## config.mk

```make
export PLATFORM = sky130hd
export DESIGN_NAME = fpsr_top
export DESIGN_NICKNAME = d
export VERILOG_FILES = /design/src/rtl/fpsr_pkg.sv /design/src/rtl/fpsr_rst_sync.sv /design/src/rtl/fpsr_base_update.sv /design/src/rtl/fpsr_derive.sv /design/src/rtl/fpsr_top.sv
export SDC_FILE = /design/constraint.sdc
export NUM_CORES = 1
export LEC_CHECK = 0
export ABC_AREA = 1
export BUFFER_PORTS_ARGS = -buffer_cell sky130_fd_sc_hd__clkbuf_2
export CORE_ASPECT_RATIO = 1.2
export CORE_MARGIN = 2
export CORE_UTILIZATION = 40
export CTS_BUF_LIST = sky130_fd_sc_hd__clkbuf_16
export DETAILED_ROUTE_END_ITERATION = 16
export GPL_TIMING_DRIVEN = 0
export MAX_ROUTING_LAYER = met4
export PLACE_DENSITY_LB_ADDON = 0.05
export SYNTH_ARGS = -nofsm -noshare
export SYNTH_HDL_FRONTEND = slang
export SYNTH_SLANG_ARGS = --single-unit
export TNS_END_PERCENT = 30
```

## constraint.sdc

```tcl
create_clock -name clk -period 0.9 [get_ports clk]
set_input_delay 0.045 -clock clk [delete_from_list [all_inputs] [get_ports clk]]
set_output_delay 0.045 -clock clk [all_outputs]
set_load 0.1 [all_outputs]
```

## src/rtl/fpsr_pkg.sv

```systemverilog
package fpsr_pkg;
  localparam int REG_W      = 32;
  localparam int IDX_W      = $clog2(REG_W);
  localparam int PAIR_CNT   = 5;
  localparam int EN_SHIFT   = 22;
  localparam int POS_EN_SUM = 30;
  localparam int POS_INV_SUM = 29;
  localparam int PAIR_TOP   = 29;
  localparam logic [IDX_W-1:0] IDX_EN_SUM  = IDX_W'(REG_W - 1 - POS_EN_SUM);
  localparam logic [IDX_W-1:0] IDX_INV_SUM = IDX_W'(REG_W - 1 - POS_INV_SUM);
  localparam logic [REG_W-1:0] INV_CAUSE_MASK = 32'h01F8_0700;
  localparam logic [REG_W-1:0] DERIVED_MASK =
    (REG_W'(1) << POS_EN_SUM) | (REG_W'(1) << POS_INV_SUM);

  function automatic logic [REG_W-1:0] idx_to_mask(input logic [IDX_W-1:0] idx);
    return {1'b1, {(REG_W-1){1'b0}}} >> idx;
  endfunction
endpackage

```

## src/rtl/fpsr_rst_sync.sv

```systemverilog
module fpsr_rst_sync #(
  parameter int STAGES = 2
) (
  input  logic clk,
  input  logic rst_n,
  output logic rst_sync_n
);
  logic [STAGES-1:0] sync_q;
  logic [STAGES-1:0] sync_d;

  always_comb begin
    sync_d = {sync_q[STAGES-2:0], 1'b1};
  end

  always_ff @(posedge clk or negedge rst_n) begin
    if (!rst_n) sync_q <= '0;
    else        sync_q <= sync_d;
  end

  assign rst_sync_n = sync_q[STAGES-1];
endmodule

```

## src/rtl/fpsr_base_update.sv

```systemverilog
module fpsr_base_update
  import fpsr_pkg::*;
(
  input  logic [REG_W-1:0] cur,
  input  logic             set_valid,
  input  logic [REG_W-1:0] set_mask,
  input  logic             bit_valid,
  input  logic [IDX_W-1:0] bit_index,
  input  logic             bit_value,
  output logic [REG_W-1:0] base_next
);
  logic             idx_blocked;
  logic [REG_W-1:0] sel_mask;
  logic [REG_W-1:0] after_set;

  always_comb begin
    idx_blocked = (bit_index == IDX_EN_SUM) || (bit_index == IDX_INV_SUM);
    sel_mask    = idx_to_mask(bit_index);
    // sticky mask first, then the bit operation decides its own bit
    after_set   = set_valid ? (cur | set_mask) : cur;
    base_next   = after_set;
    if (bit_valid && !idx_blocked) begin
      if (bit_value) base_next = after_set | sel_mask;
      else           base_next = after_set & ~sel_mask;
    end
  end
endmodule

```

## src/rtl/fpsr_derive.sv

```systemverilog
module fpsr_derive
  import fpsr_pkg::*;
(
  input  logic [REG_W-1:0] base,
  output logic [REG_W-1:0] full
);
  logic                inv_sum;
  logic [REG_W-1:0]    with_inv;
  logic [PAIR_CNT-1:0] pair_hit;

  always_comb begin
    inv_sum               = |(base & INV_CAUSE_MASK);
    with_inv              = base;
    with_inv[POS_INV_SUM] = inv_sum;
  end

  for (genvar k = 0; k < PAIR_CNT; k++) begin : g_pair
    assign pair_hit[k] = with_inv[PAIR_TOP-k] & with_inv[PAIR_TOP-k-EN_SHIFT];
  end

  always_comb begin
    full             = with_inv;
    full[POS_EN_SUM] = |pair_hit;
  end
endmodule

```

## src/rtl/fpsr_top.sv

```systemverilog
module fpsr_top
  import fpsr_pkg::*;
(
  input  logic             clk,
  input  logic             rst_n,
  input  logic             set_valid,
  input  logic [REG_W-1:0] set_mask,
  input  logic             bit_valid,
  input  logic [IDX_W-1:0] bit_index,
  input  logic             bit_value,
  output logic [REG_W-1:0] fpsr_q,
  output logic             exc_pending
);
  logic             rst_sync_n;
  logic [REG_W-1:0] base_next;
  logic [REG_W-1:0] reg_next;
  logic             upd_en;
  logic [REG_W-1:0] reg_q;

  fpsr_rst_sync #(.STAGES(2)) u_rst (
    .clk(clk), .rst_n(rst_n), .rst_sync_n(rst_sync_n)
  );

  fpsr_base_update u_upd (
    .cur(reg_q), .set_valid(set_valid), .set_mask(set_mask),
    .bit_valid(bit_valid), .bit_index(bit_index), .bit_value(bit_value),
    .base_next(base_next)
  );

  fpsr_derive u_der (
    .base(base_next), .full(reg_next)
  );

  always_comb begin
    upd_en = set_valid | bit_valid;
  end

  always_ff @(posedge clk or negedge rst_sync_n) begin
    if (!rst_sync_n)  reg_q <= '0;
    else if (upd_en)  reg_q <= reg_next;
  end

  assign fpsr_q      = reg_q;
  assign exc_pending = reg_q[POS_EN_SUM];

  // the stored enabled summary agrees with the stored pairs
  a_r7_summary: assert property (@(posedge clk) disable iff (!rst_sync_n)
    reg_q[POS_EN_SUM] == |(reg_q & (reg_q << EN_SHIFT) & 32'h3E00_0000));

  // the stored invalid summary agrees with the stored causes
  a_r6_invalid: assert property (@(posedge clk) disable iff (!rst_sync_n)
    reg_q[POS_INV_SUM] == |(reg_q & INV_CAUSE_MASK));

  // blocked indices leave the word alone
  a_r3_blocked: assert property (@(posedge clk) disable iff (!rst_sync_n)
    (bit_valid && !set_valid && (bit_index == 5'd1 || bit_index == 5'd2))
    |=> reg_q == $past(reg_q));

  // a permitted bit operation lands on the addressed bit
  a_r2_bitop: assert property (@(posedge clk) disable iff (!rst_sync_n)
    (bit_valid && bit_index != 5'd1 && bit_index != 5'd2)
    |=> reg_q[REG_W-1-$past(bit_index)] == $past(bit_value));

  // a lone sticky update keeps old bits and adds the mask bits
  a_r5_sticky: assert property (@(posedge clk) disable iff (!rst_sync_n)
    (set_valid && !bit_valid)
    |=> ((reg_q & ~DERIVED_MASK & ($past(reg_q) | $past(set_mask)))
         == (($past(reg_q) | $past(set_mask)) & ~DERIVED_MASK)));
endmodule

```

# --- After elaboration in Yosys (flattened, before gate mapping) ---
# Index checks and enable logic that the tools add are counted.
totals:
  register_bits: 34
  latch_bits: 0
  ramBits: 0
  rom_bits: 0
  inputBits: 42
  output_inout_bits: 33
  elab_cells: 23
  mem_count: 0
classes:
  addsub: 0
  n_mul: 0
  div: 0
  magnitude_cmp: 0
  n_eq_ne: 2
  n_shift: 1
  mux: 3
  bitwise: 10
  reduce_logical: 5
op_table:
  columns: ["operator", "n"]
  rows:
  - ["32-bit 2-to-1 mux", 3]
  - ["32-bit bitwise OR", 2]
  - ["32-bit bitwise AND", 1]
  - ["32-bit NOT", 1]
  - ["32-bit by 5-bit right shift with 32-bit output, first input constant", 1]
  - ["9-bit OR reduction", 1]
  - ["1-bit bitwise AND", 5]
  - ["5-bit by 1-bit equality test with 1-bit output, second input constant", 1]
  - ["5-bit by 2-bit equality test with 1-bit output, second input constant", 1]
  - ["5-bit OR reduction", 1]
  - ["1-bit logical AND", 1]
  - ["1-bit zero test", 1]
  - ["1-bit logical OR", 1]
  - ["1-bit bitwise OR", 1]

# --- Longest topological paths before layout ---
# Gate-level depths: netlist of run 1.
depth:
  word_depth: 8
  depth_mapped: 12
  depth_no_buf: 12

# --- Cells and area by module ---
# A second synthesis of run 1 with hierarchy kept.
unflattened:
  hier_cells: 495
  area_unflattened_um2: 3120.5
by_module_without_submodules:
  columns: ["mod", "instances", "cells_per_inst", "area_each_um2", "seq_area_each_um2"]
  rows:
  - ["fpsr_base_update", 1, 306, 1480.2, 0.0]
  - ["fpsr_top", 1, 139, 1283.7, 800.8]
  - ["fpsr_derive", 1, 47, 302.8, 0.0]
  - ["fpsr_rst_sync", 1, 3, 53.8, 50.0]

# --- Least setup slack after synthesis of run 1 ---
# Ideal clock, no wire load.
synth_path:
  path_type: "flip-flop to flip-flop"
  start: "register reg_q[19], in the netlist fpsr_q[19]"
  end: "register reg_q[29], in the netlist fpsr_q[29]"
  setup_ps: 120
  t_arrival_ps: 1553
  required_ps: 780
  path_slack_ps: -773
  stages_incl_launch_ff: 10
  path_buffers: 0
  period_less_slack_ps: 1673
  path_cell_list: "dfrtp_1 -> a21o_1 -> nand2_1 -> o21ai_0 -> nand2_1 -> nand2_2 -> nor2_1 -> nand3_2 -> nand2_1 -> nand2_1"
synth_between:
  elab_chain_len: 6
  word_cells_on_any_way: 7
synth_rtl:
  columns: ["item", "line", "rtl"]
  rows:
  - ["start, declared", "fpsr_top.sv:18", "logic [REG_W-1:0] reg_q;"]
  - ["start signal, assigned", "fpsr_top.sv:40", "else if (upd_en) reg_q <= reg_next;"]
  - ["32-bit bitwise OR", "fpsr_base_update.sv:20", "after_set = set_valid ? (cur | set_mask) : cur;"]
  - ["32-bit 2-to-1 mux (*)", "fpsr_base_update.sv:20", null]
  - ["32-bit bitwise AND or 32-bit bitwise OR (tied branches)", "fpsr_base_update.sv:24, fpsr_base_update.sv:23", null]
  - ["32-bit 2-to-1 mux", "fpsr_base_update.sv:23", "if (bit_value) base_next = after_set | sel_mask;"]
  - ["32-bit 2-to-1 mux (*)", "fpsr_base_update.sv:22", "if (bit_valid && !idx_blocked) begin"]
  - ["9-bit OR reduction (*)", "fpsr_derive.sv:12", "inv_sum = |(base & INV_CAUSE_MASK);"]
# Every way passes the cells marked *; elsewhere a longest branch is shown, timed or not.
# A chain may end at the register's enable or synchronous reset.

# --- Final worst setup path of run 1 ---
# Ends and elaborated chain as after synthesis.

==> qor.csv, run 1 <==
stage,metric,value,unit
run_status,status,"finished, violations left",
run_status,failed_checks,negative setup slack,
route,ant_nets,0,
sta,period_share,1.56,
cells_and_area,nNetsFinal,380,
clock_network,clock_latency,0.28,ns
route,vias_per_cell,5.21,
worst_setup_path,crit_path_end_kind,flop,
clock_network,cts_tree,yes,
global_route,antenna_found_initial,0,
worst_setup_path,worst-setup-path-type,flop to flop,
sta,layout_min_cycle_time,1.41,ns
sta,maxSlewHeadroom,0.585,
clock_network,numClockSinks,34,
sta,finalWorstSetupSlack,-0.506,ns
worst_setup_path,crit_fanout,2,
die,die_area,0.00543,mm^2
die,fp.dieW,67.6,um
global_route,track_usage,0.252,
synth,ys_ff_latch,34,
route,first_iter_violations,98,
worst_setup_path,r2r_end,fpsr_q[29],
placed_design,dp_slack,-0.753,ns
die,initial_core_util,0.419,
die,core-area,0.00463,mm^2
sta,fmax,711,MHz
placed_design,dpl.cell_count,383,
clock_network,clk_pin_slew_worst_paths,0.06,ns
pwr,irDropWorstVdd,0.00133,V
clock_network,clk_path_buf_depth,2,
placed_design,placed_cell_area,0.00258,mm^2
flow_run,maxCapViolCount,0,
cells_and_area,layoutNonFillerInstCount,397,
worst_setup_path,cp.required,1.06,ns
hold_path,hold_class,input pin to flop,
sta,skew,0.00373,ns
global_route,grt_start_max_net_pins,33,
clock_network,cts-root-buf,clkbuf_16,
synth,ys_types,32,
die,ios,75,
clock_network,numCtsBuffers,5,
cells_and_area,area_growth,76.3,%
die,num_rows,27,
pwr,p_leak,1.46,nW
sta,drv_slew,0,
worst_setup_path,crit_end,fpsr_q[29],
synth,synthCells,254,
route,routedWlPerCell,16.2,um
die,die_y,80.3,um
synth,seq_area_frac_synth,0.438,
cells_and_area,fin_area,0.00342,mm^2
route,dr.pass1.iters,4,
synth,syn_nets,296,
sta,setup_violations,49,
worst_setup_path,cp.arrival,1.57,ns
placed_design,gpl.final_weighted_congestion,0.902,
route,wl,6420,um
synth,avgSynthCellArea,7.64,um^2
placed_design,io_buffers,71,
global_route,grt_pass1_wl,9780,um
sta,worst_pin_slew,0.622,ns
cells_and_area,n_antenna_cell,0,
worst_setup_path,crit_start,fpsr_q[19],
route,post-route-drc-count,0,
synth,syn_area,0.00194,mm^2
pwr,p_per_area,1340,mW/mm^2
worst_setup_path,reg2reg_slack,-0.51,ns
sta,rsz0062_at_grt,true,
placed_design,hpwlAfterDp,4060,um
cells_and_area,drive_above_1_share,0.525,
global_route,grt_pass1_vias,2089,
clock_network,cts_htree_levels,2,
route,route.vias.total,2068,
global_route,overflow,0,
worst_setup_path,reg2regPathDepth,9,
synth,yosysWarnings,0,
sta,hold_violations,0,
worst_setup_path,r2r-start,fpsr_q[19],
worst_setup_path,start_kind,flop,
## logic make-up after synthesis
| group | count (synthesis) | synth area share |
|---|---|---|
| muxes | 1 | 0.00516 |
| DFF | 34 | 0.438 |
| other | 1 | 0.00193 |
| buffers and inverters | 37 | 0.0864 |
| AOI/OAI and AO/OA | 53 | 0.159 |
| and+or+nand+nor | 128 | 0.309 |
## synthesized netlist by cell type
library cell / number / area share
and2_1: 2 / 0.0064
conb_1: 1 / 0.0019
nand4_1: 9 / 0.029
mux2i_1: 1 / 0.0052
nand3_2: 4 / 0.021
nor3_1: 2 / 0.0052
or2_2: 1 / 0.0032
dfrtp_1: 34 / 0.44
a31oi_1: 1 / 0.0032
a221oi_1: 1 / 0.0045
o21ai_1: 5 / 0.013
nor2_1: 22 / 0.043
nand3_1: 18 / 0.046
o21ai_0: 8 / 0.021
a21oi_2: 1 / 0.0045
clkinv_1: 2 / 0.0039
o21a_1: 1 / 0.0039
a21oi_1: 27 / 0.070
inv_1: 21 / 0.041
nor2_4: 1 / 0.0058
buf_4: 3 / 0.012
a21o_1: 3 / 0.012
nand2_2: 3 / 0.0097
a211oi_1: 5 / 0.019
nor2_2: 5 / 0.016
buf_6: 2 / 0.012
inv_2: 2 / 0.0039
buf_2: 2 / 0.0052
clkbuf_1: 5 / 0.0097
a21oi_4: 1 / 0.0084
nor3_2: 2 / 0.010
nand2_1: 59 / 0.11
## cell type report
type                            count  area [um^2]
Clock buffer                        5          125
Tap cell                           58         72.6
Buffer                             12          105
Multi-Input combinational cell    183         1080
Fill cell                         357         1210
Timing Repair Buffer               77          971
Inverter                           25         96.3
Clock inverter                      3         12.5
Sequential cell                    34          956
## how the worst min path moves through the flow
stage                     depth (start not counted)  slack, ns        start              end
after floorplan                                   0      -0.25        rst_n  u_rst.sync_q[0]
after global placement                            1      -0.17        rst_n  u_rst.sync_q[0]
after detailed placement                          1      -0.17        rst_n  u_rst.sync_q[1]
after CTS                                         3       0.05  set_mask[0]        fpsr_q[0]
after global routing                              3       0.08  set_mask[0]        fpsr_q[0]
final                                             3       0.05  set_mask[0]        fpsr_q[0]
## flip-flops by register name (all words and copies together), names as in the netlist
register / count
fpsr_q: 32
u_rst.sync_q: 2
## what timing repair did
item | in CTS | in global routing
hold buffers | 1 | 0
resized for setup | 94 | 50
buffers inserted | 0 | 5
endpoints found under the setup margin | 86 | 61
pin swaps | 5 | 5
hold endpoints to repair | 2 | 0
## power breakdown
part	leakage (nW)	switching (mW)	total, mW	internal, mW
clock	0.0724	0.613	1.61	0.999
combinational	1.07	0.804	1.27	0.462
sequential	0.317	0.0874	1.71	1.62
## worst max-delay path: stages, from the launching register on
cell	delay, ns
dfrtp_4	0.48
a21o_1	0.19
nand2_1	0.06
o21ai_1	0.06
nand2_1	0.08
nand2_2	0.06
nor2_2	0.13
nand3_2	0.12
nand2_1	0.07
nand2_1	0.05
## cell usage in the layout, fill, tap and decap left out, types with 3 or more instances in the layout
cell type	n
buf_12	13
nand2_2	8
clkbuf_16	22
nand3_2	5
dfrtp_1	6
o21ai_2	3
clkinv_1	3
o21ai_0	4
a21oi_1	16
nand3_1	17
inv_1	19
a21oi_2	12
nor2_2	7
nand4_1	9
nor2_4	6
inv_2	4
buf_4	5
buf_8	5
clkbuf_2	39
clkbuf_4	3
nand2_1	52
o21ai_1	6
nor2_1	15
a21o_1	3
dfrtp_4	28
a211oi_2	5
## routing by layer
layer,vias to the layer above,routed length [um],global-route usage
li1,1008,-,-
met1,981,2520,0.295
met2,64,3460,0.433
met3,15,300,0.0434
met4,0,130,0.0776
met5,-,0,-
## per-stage QoR
stage                     power, mW  utilization  TNS [ns]  hold slack [ns]
after floorplan                2.42            -    -12.53           -0.251
after global placement         2.66        0.557    -30.63           -0.169
after detailed placement       2.67        0.557    -33.49           -0.167
after CTS                      4.44        0.698     -4.82           0.0513
after global routing           4.77        0.739     -6.75           0.0837
final                          4.59        0.739     -4.98           0.0522
(Power assumes the default switching activity.)
==> run 2, diff against run 1 <==
Settings changed: SKIP_LAST_GASP from default to 1.
==> run 2 against run 1 <==
  * The run still ends with negative setup slack left
  * Clock power hardly changed
  * Worst setup slack better by 0.086 ns
  * Fmax rose by 6.5%
  * Critical path depth stayed put
  * Largest cell class unchanged
  * Largest power group unchanged
==> qor.csv, run 2 (synthesis gave the netlist of run 1 again) <==
stage,metric,value,unit
run_status,status,"finished, violations left",
run_status,failed_checks,negative setup slack,
placed_design,hpwlAfterDp,4060,um
route,vias_per_cell,5.03,
clock_network,numCtsBuffers,5,
sta,setup_violations,54,
die,fp.dieW,67.6,um
global_route,grt_start_max_net_pins,33,
cells_and_area,post-route-util,0.646,
global_route,track_usage,0.226,
route,routedWlPerCell,13.7,um
die,core-area,0.00463,mm^2
clock_network,numClockSinks,34,
die,num_rows,27,
route,route.vias.total,1985,
global_route,grt_pass1_vias,1924,
sta,worst_pin_slew,0.547,ns
worst_setup_path,crit_start,fpsr_q[23],
clock_network,clk_path_buf_depth,2,
sta,period_share,1.47,
route,post-route-drc-count,0,
sta,rsz0062_at_grt,true,
cells_and_area,area_growth,54.2,%
worst_setup_path,start_kind,flop,
route,first_iter_violations,67,
pwr,p_leak,1.27,nW
cells_and_area,drive_above_1_share,0.475,
sta,layout_min_cycle_time,1.32,ns
cells_and_area,layout_commonest_cell,clkbuf_2,
clock_network,cts_tree,yes,
hold_path,whs_path_depth,3,
worst_setup_path,worst-setup-path-type,flop to flop,
die,ios,75,
cells_and_area,fill_cells,417,
clock_network,cts_htree_levels,2,
pwr,irDropWorstVdd,0.00150,V
placed_design,dpl.cell_count,383,
sta,hold_violations,0,
clock_network,cts-root-buf,clkbuf_16,
worst_setup_path,cp.required,1.06,ns
cells_and_area,n_antenna_cell,0,
route,dr.pass1.iters,5,
sta,skew,0.00191,ns
clock_network,clock_latency,0.27,ns
global_route,overflow,0,
die,die_area,0.00543,mm^2
sta,drv_slew,0,
placed_design,gpl.final_weighted_congestion,0.902,
sta,finalWorstSetupSlack,-0.420,ns
worst_setup_path,crit_path_end_kind,flop,
pwr,p_per_area,1440,mW/mm^2
cells_and_area,largest_reg_flops,32,
worst_setup_path,r2r-start,fpsr_q[23],
route,ant_nets,0,
cells_and_area,layoutNonFillerInstCount,395,
die,initial_core_util,0.419,
sta,hold_slack,0.0504,ns
cells_and_area,nNetsFinal,378,
worst_setup_path,cp.arrival,1.48,ns
hold_path,hold_class,input pin to flop,
sta,fmax,758,MHz
hold_path,hp-start,set_mask[0],
placed_design,io_buffers,71,
cells_and_area,final_cell_mix,"58 x clkbuf_2, 56 x nand2_1, 28 x dfrtp_4",
die,die_y,80.3,um
worst_setup_path,reg2regPathDepth,9,
global_route,grt_pass1_wl,8830,um
flow_run,maxCapViolCount,0,
route,wl,5420,um
clock_network,clk_pin_slew_worst_paths,0.05,ns
worst_setup_path,crit_fanout,2,
sta,maxSlewHeadroom,0.636,
global_route,antenna_found_initial,0,
## run 2: metal layers
metal / vias up / track usage / share of wire
li1: 1006 / - / -
met1: 914 / 0.282 / 0.42
met2: 61 / 0.370 / 0.52
met3: 4 / 0.0392 / 0.050
met4: 0 / 0.0735 / 0.0079
met5: - / - / 0
## run 2: critical path, cell delays in order (launching register included)
cell and delay, ns:
dfrtp_4 0.47, a21o_1 0.17, o21ai_1 0.07, nand2_1 0.08, nand2_2 0.06, nand2_2 0.06, nor2_2 0.09, nand3_2 0.10
nand2_1 0.06, nand2_1 0.05
## run 2: timing repair
| action | 4_1_cts | 5_1_grt |
|---|---|---|
| gates cloned | 0 | 0 |
| hold buffers | 1 | 0 |
| setup buffers | 0 | 3 |
| pin swaps | 2 | 4 |
| gates resized for setup | 5 | 97 |
| endpoints found under the setup margin | 86 | 63 |
| endpoints found under the hold margin | 2 | 0 |
## run 2: final cells by class
cell class,instances,area (um^2),share of cell area
buffer,12,97.6,0.0326
clock inverter,3,12.5,0.00418
clock buffer,5,125,0.0418
inverter,25,93.8,0.0314
tap,58,72.6,0.0243
timing repair buffer,75,619,0.207
sequential,34,956,0.320
multi-input combinational,183,1010,0.339
## run 2: through the flow
step / power [mW] / worst slack (ns) / TNS [ns] / instance area (um^2)
2_1_floorplan: 2.42 / -0.513 / -12.53 / 2150
3_3_place_gp: 2.66 / -0.695 / -30.63 / 2580
3_5_place_dp: 2.67 / -0.753 / -33.49 / 2580
4_1_cts: 4.27 / -0.417 / -11.47 / 2730
5_1_grt: 4.53 / -0.555 / -11.28 / 2990
6_report: 4.32 / -0.420 / -8.11 / 2990
## run 2: path summary, 6_finish.rpt
kind / endpoint / slack, ns
max: fpsr_q[29] / -0.42
min reg2reg: fpsr_q[21] / 0.27
min in group asynchronous: u_rst.sync_q[1] / 0.08
max in group asynchronous: fpsr_q[24] / 0.29
max reg2reg: fpsr_q[29] / -0.42
min: fpsr_q[0] / 0.05
## run 2: power by group
group | total, mW | internal [mW] | leakage [nW] | switching (mW)
clock network | 1.58 | 0.998 | 0.0724 | 0.581
logic | 1.05 | 0.294 | 0.883 | 0.755
registers | 1.69 | 1.62 | 0.317 | 0.0705
total | 4.32 | 2.92 | 1.27 | 1.41
==> run 3, diff against run 2 <==
Settings changed: CORE_UTILIZATION 40 to 44, SKIP_CTS_REPAIR_TIMING from default to 1.
==> run 3 against run 2 <==
  * The flow still finishes with violations (negative setup slack)
  * Sequential share of layout area fell by 1.1 points
  * Critical endpoint is now fpsr_q[30]
  * Non-clock buffer count fell by 2
  * Routed wire length rose by 9.4%
  * Count of clock-buffer cells in the layout did not move
  * Utilization rose by 7.9 points
  * Total power rose by 1.1%
  * Sequential power barely moved
  * Clock power barely moved
  * First-iteration DRC count rose by 45%
  * Worst hold slack improved by 0.0013 ns
  * Highest routed layer unchanged
==> qor.csv, run 3 (synthesis gave the netlist of run 1 again) <==
stage,metric,value,unit
route,route.vias.total,2042,
cells_and_area,largest_reg_flops,32,
worst_setup_path,worst-setup-path-type,flop to flop,
clock_network,clock_latency,0.27,ns
worst_setup_path,cp.arrival,1.50,ns
worst_setup_path,reg2reg_slack,-0.44,ns
global_route,grt_start_max_net_pins,33,
cells_and_area,post-route-util,0.725,
clock_network,numClockSinks,34,
worst_setup_path,crit_end,fpsr_q[30],
clock_network,numCtsBuffers,5,
sta,hold_violations,0,
worst_setup_path,crit_path_end_kind,flop,
sta,fmax,746,MHz
worst_setup_path,crit_start,fpsr_q[5],
placed_design,dpl.cell_count,381,
worst_setup_path,r2r_end,fpsr_q[30],
placed_design,hpwlAfterDp,4140,um
clock_network,cts_tree,yes,
clock_network,clk_pin_slew_worst_paths,0.05,ns
clock_network,cts-root-buf,clkbuf_16,
pwr,p_total,4.37,mW
cells_and_area,n_antenna_cell,0,
sta,tns,-7.15,ns
die,die_y,76.8,um
cells_and_area,layout_commonest_cell,nand2_1,
route,route.met3.wl,346,um
sta,drv_slew,0,
worst_setup_path,path_cells,"a21oi_2, nand2_1, o21ai_1, nor2_1, nor2_2, nand2_1, nand2_1, nand2_1",
global_route,track_usage,0.245,
sta,maxSlewHeadroom,0.509,
route,met2_length,3140,um
cells_and_area,layoutNonFillerInstCount,391,
die,die_area,0.00496,mm^2
sta,rsz0062_at_grt,true,
clock_network,clk_path_buf_depth,2,
placed_design,io_buffers,71,
die,fp.dieW,64.6,um
sta,setup_violations,57,
die,core-area,0.00426,mm^2
route,wl,5930,um
worst_setup_path,reg2regPathDepth,8,
cells_and_area,drive_above_1_share,0.466,
global_route,grt_pass1_wl,9110,um
hold_path,hold_class,input pin to flop,
route,first_iter_violations,97,
worst_setup_path,slowest_stage,dfrtp_4,
cells_and_area,final_cell_mix,"57 x nand2_1, 48 x clkbuf_2, 27 x dfrtp_4",
hold_path,hp-start,set_mask[0],
sta,layout_min_cycle_time,1.34,ns
cells_and_area,nNetsFinal,376,
placed_design,gpl.final_weighted_congestion,0.895,
global_route,grt_pass1_vias,1990,
cells_and_area,fill_cells,360,
route,post-route-drc-count,0,
sta,skew,0.00552,ns
route,routedWlPerCell,15.2,um
worst_setup_path,start_kind,flop,
placed_design,placed_cell_area,0.00257,mm^2
global_route,overflow,0,
global_route,antenna_found_initial,0,
clock_network,cts_htree_levels,2,
cells_and_area,area_growth,59.3,%
worst_setup_path,critPathMostFrequentCell,nand2_1,
worst_setup_path,r2r-start,fpsr_q[5],
run_status,failed_checks,negative setup slack,
die,ios,75,
sta,period_share,1.49,
sta,finalWorstSetupSlack,-0.440,ns
worst_setup_path,cp.required,1.06,ns
run_status,status,"finished, violations left",
route,vias_per_cell,5.22,
worst_setup_path,crit_fanout,2,
pwr,irDropWorstVdd,0.00107,V
route,ant_nets,0,
cells_and_area,fin_area,0.00309,mm^2
sta,worst_pin_slew,0.736,ns
pwr,p_per_area,1410,mW/mm^2
flow_run,maxCapViolCount,0,
worst_setup_path,slowest_delay,0.49,ns
die,num_rows,26,
route,highest_layer,met4,
die,initial_core_util,0.455,
route,met1_length,2330,um
route,dr.pass1.iters,4,
pwr,p_leak,1.32,nW
-- run 3: changes by cell type in the layout (fill, tap and decap cells not counted), sizes merged --
cell / change
clkinv: -2
inv: +2
clkbuf: -10
buf: +8
-- run 3: how the worst min path moves through the flow --
stage                                  to  slack, ns  depth (start not counted)
after floorplan           u_rst.sync_q[0]      -0.25                          0
after global placement    u_rst.sync_q[0]      -0.17                          1
after detailed placement  u_rst.sync_q[0]      -0.16                          1
after CTS                 u_rst.sync_q[1]      -0.45                          1
after global routing            fpsr_q[0]       0.05                          3
final                           fpsr_q[0]       0.05                          3
-- run 3: where the power goes --
part	leakage [nW]	internal [mW]	switching, mW
Sequential	0.317	1.62	0.0837
Combinational	0.928	0.326	0.759
Clock	0.0776	0.993	0.585
-- run 3: critical path, delay by kind of cell, from the launching register on --
family,cells,cell delay (ns)
AO/OA/AOI/OAI,2,0.26
AND/OR/NAND/NOR,6,0.47
flip-flops,1,0.49
-- run 3: stage by stage --
stage | worst slack, ns | hold slack [ns]
floorplan | -0.513 | -0.251
global placement | -0.691 | -0.171
detailed placement | -0.778 | -0.163
CTS | -0.772 | -0.452
global route | -0.594 | 0.0544
finish | -0.440 | 0.0517
-- run 3: layout make-up --
class,count,area [um^2],share of cell area
Clock buffer,5,125,0.0405
Buffer,12,97.6,0.0316
Tap cell,56,70.1,0.0227
Multi-Input combinational cell,183,1010,0.328
Inverter,25,93.8,0.0304
Clock inverter,3,11.3,0.00364
Timing Repair Buffer,73,727,0.235
Sequential cell,34,953,0.309
-- run 3: per-layer routing --
layer	track usage	vias up
met5	-	-
met4	0.102	0
met3	0.0425	12
met2	0.404	79
met1	0.295	948
li1	-	1003
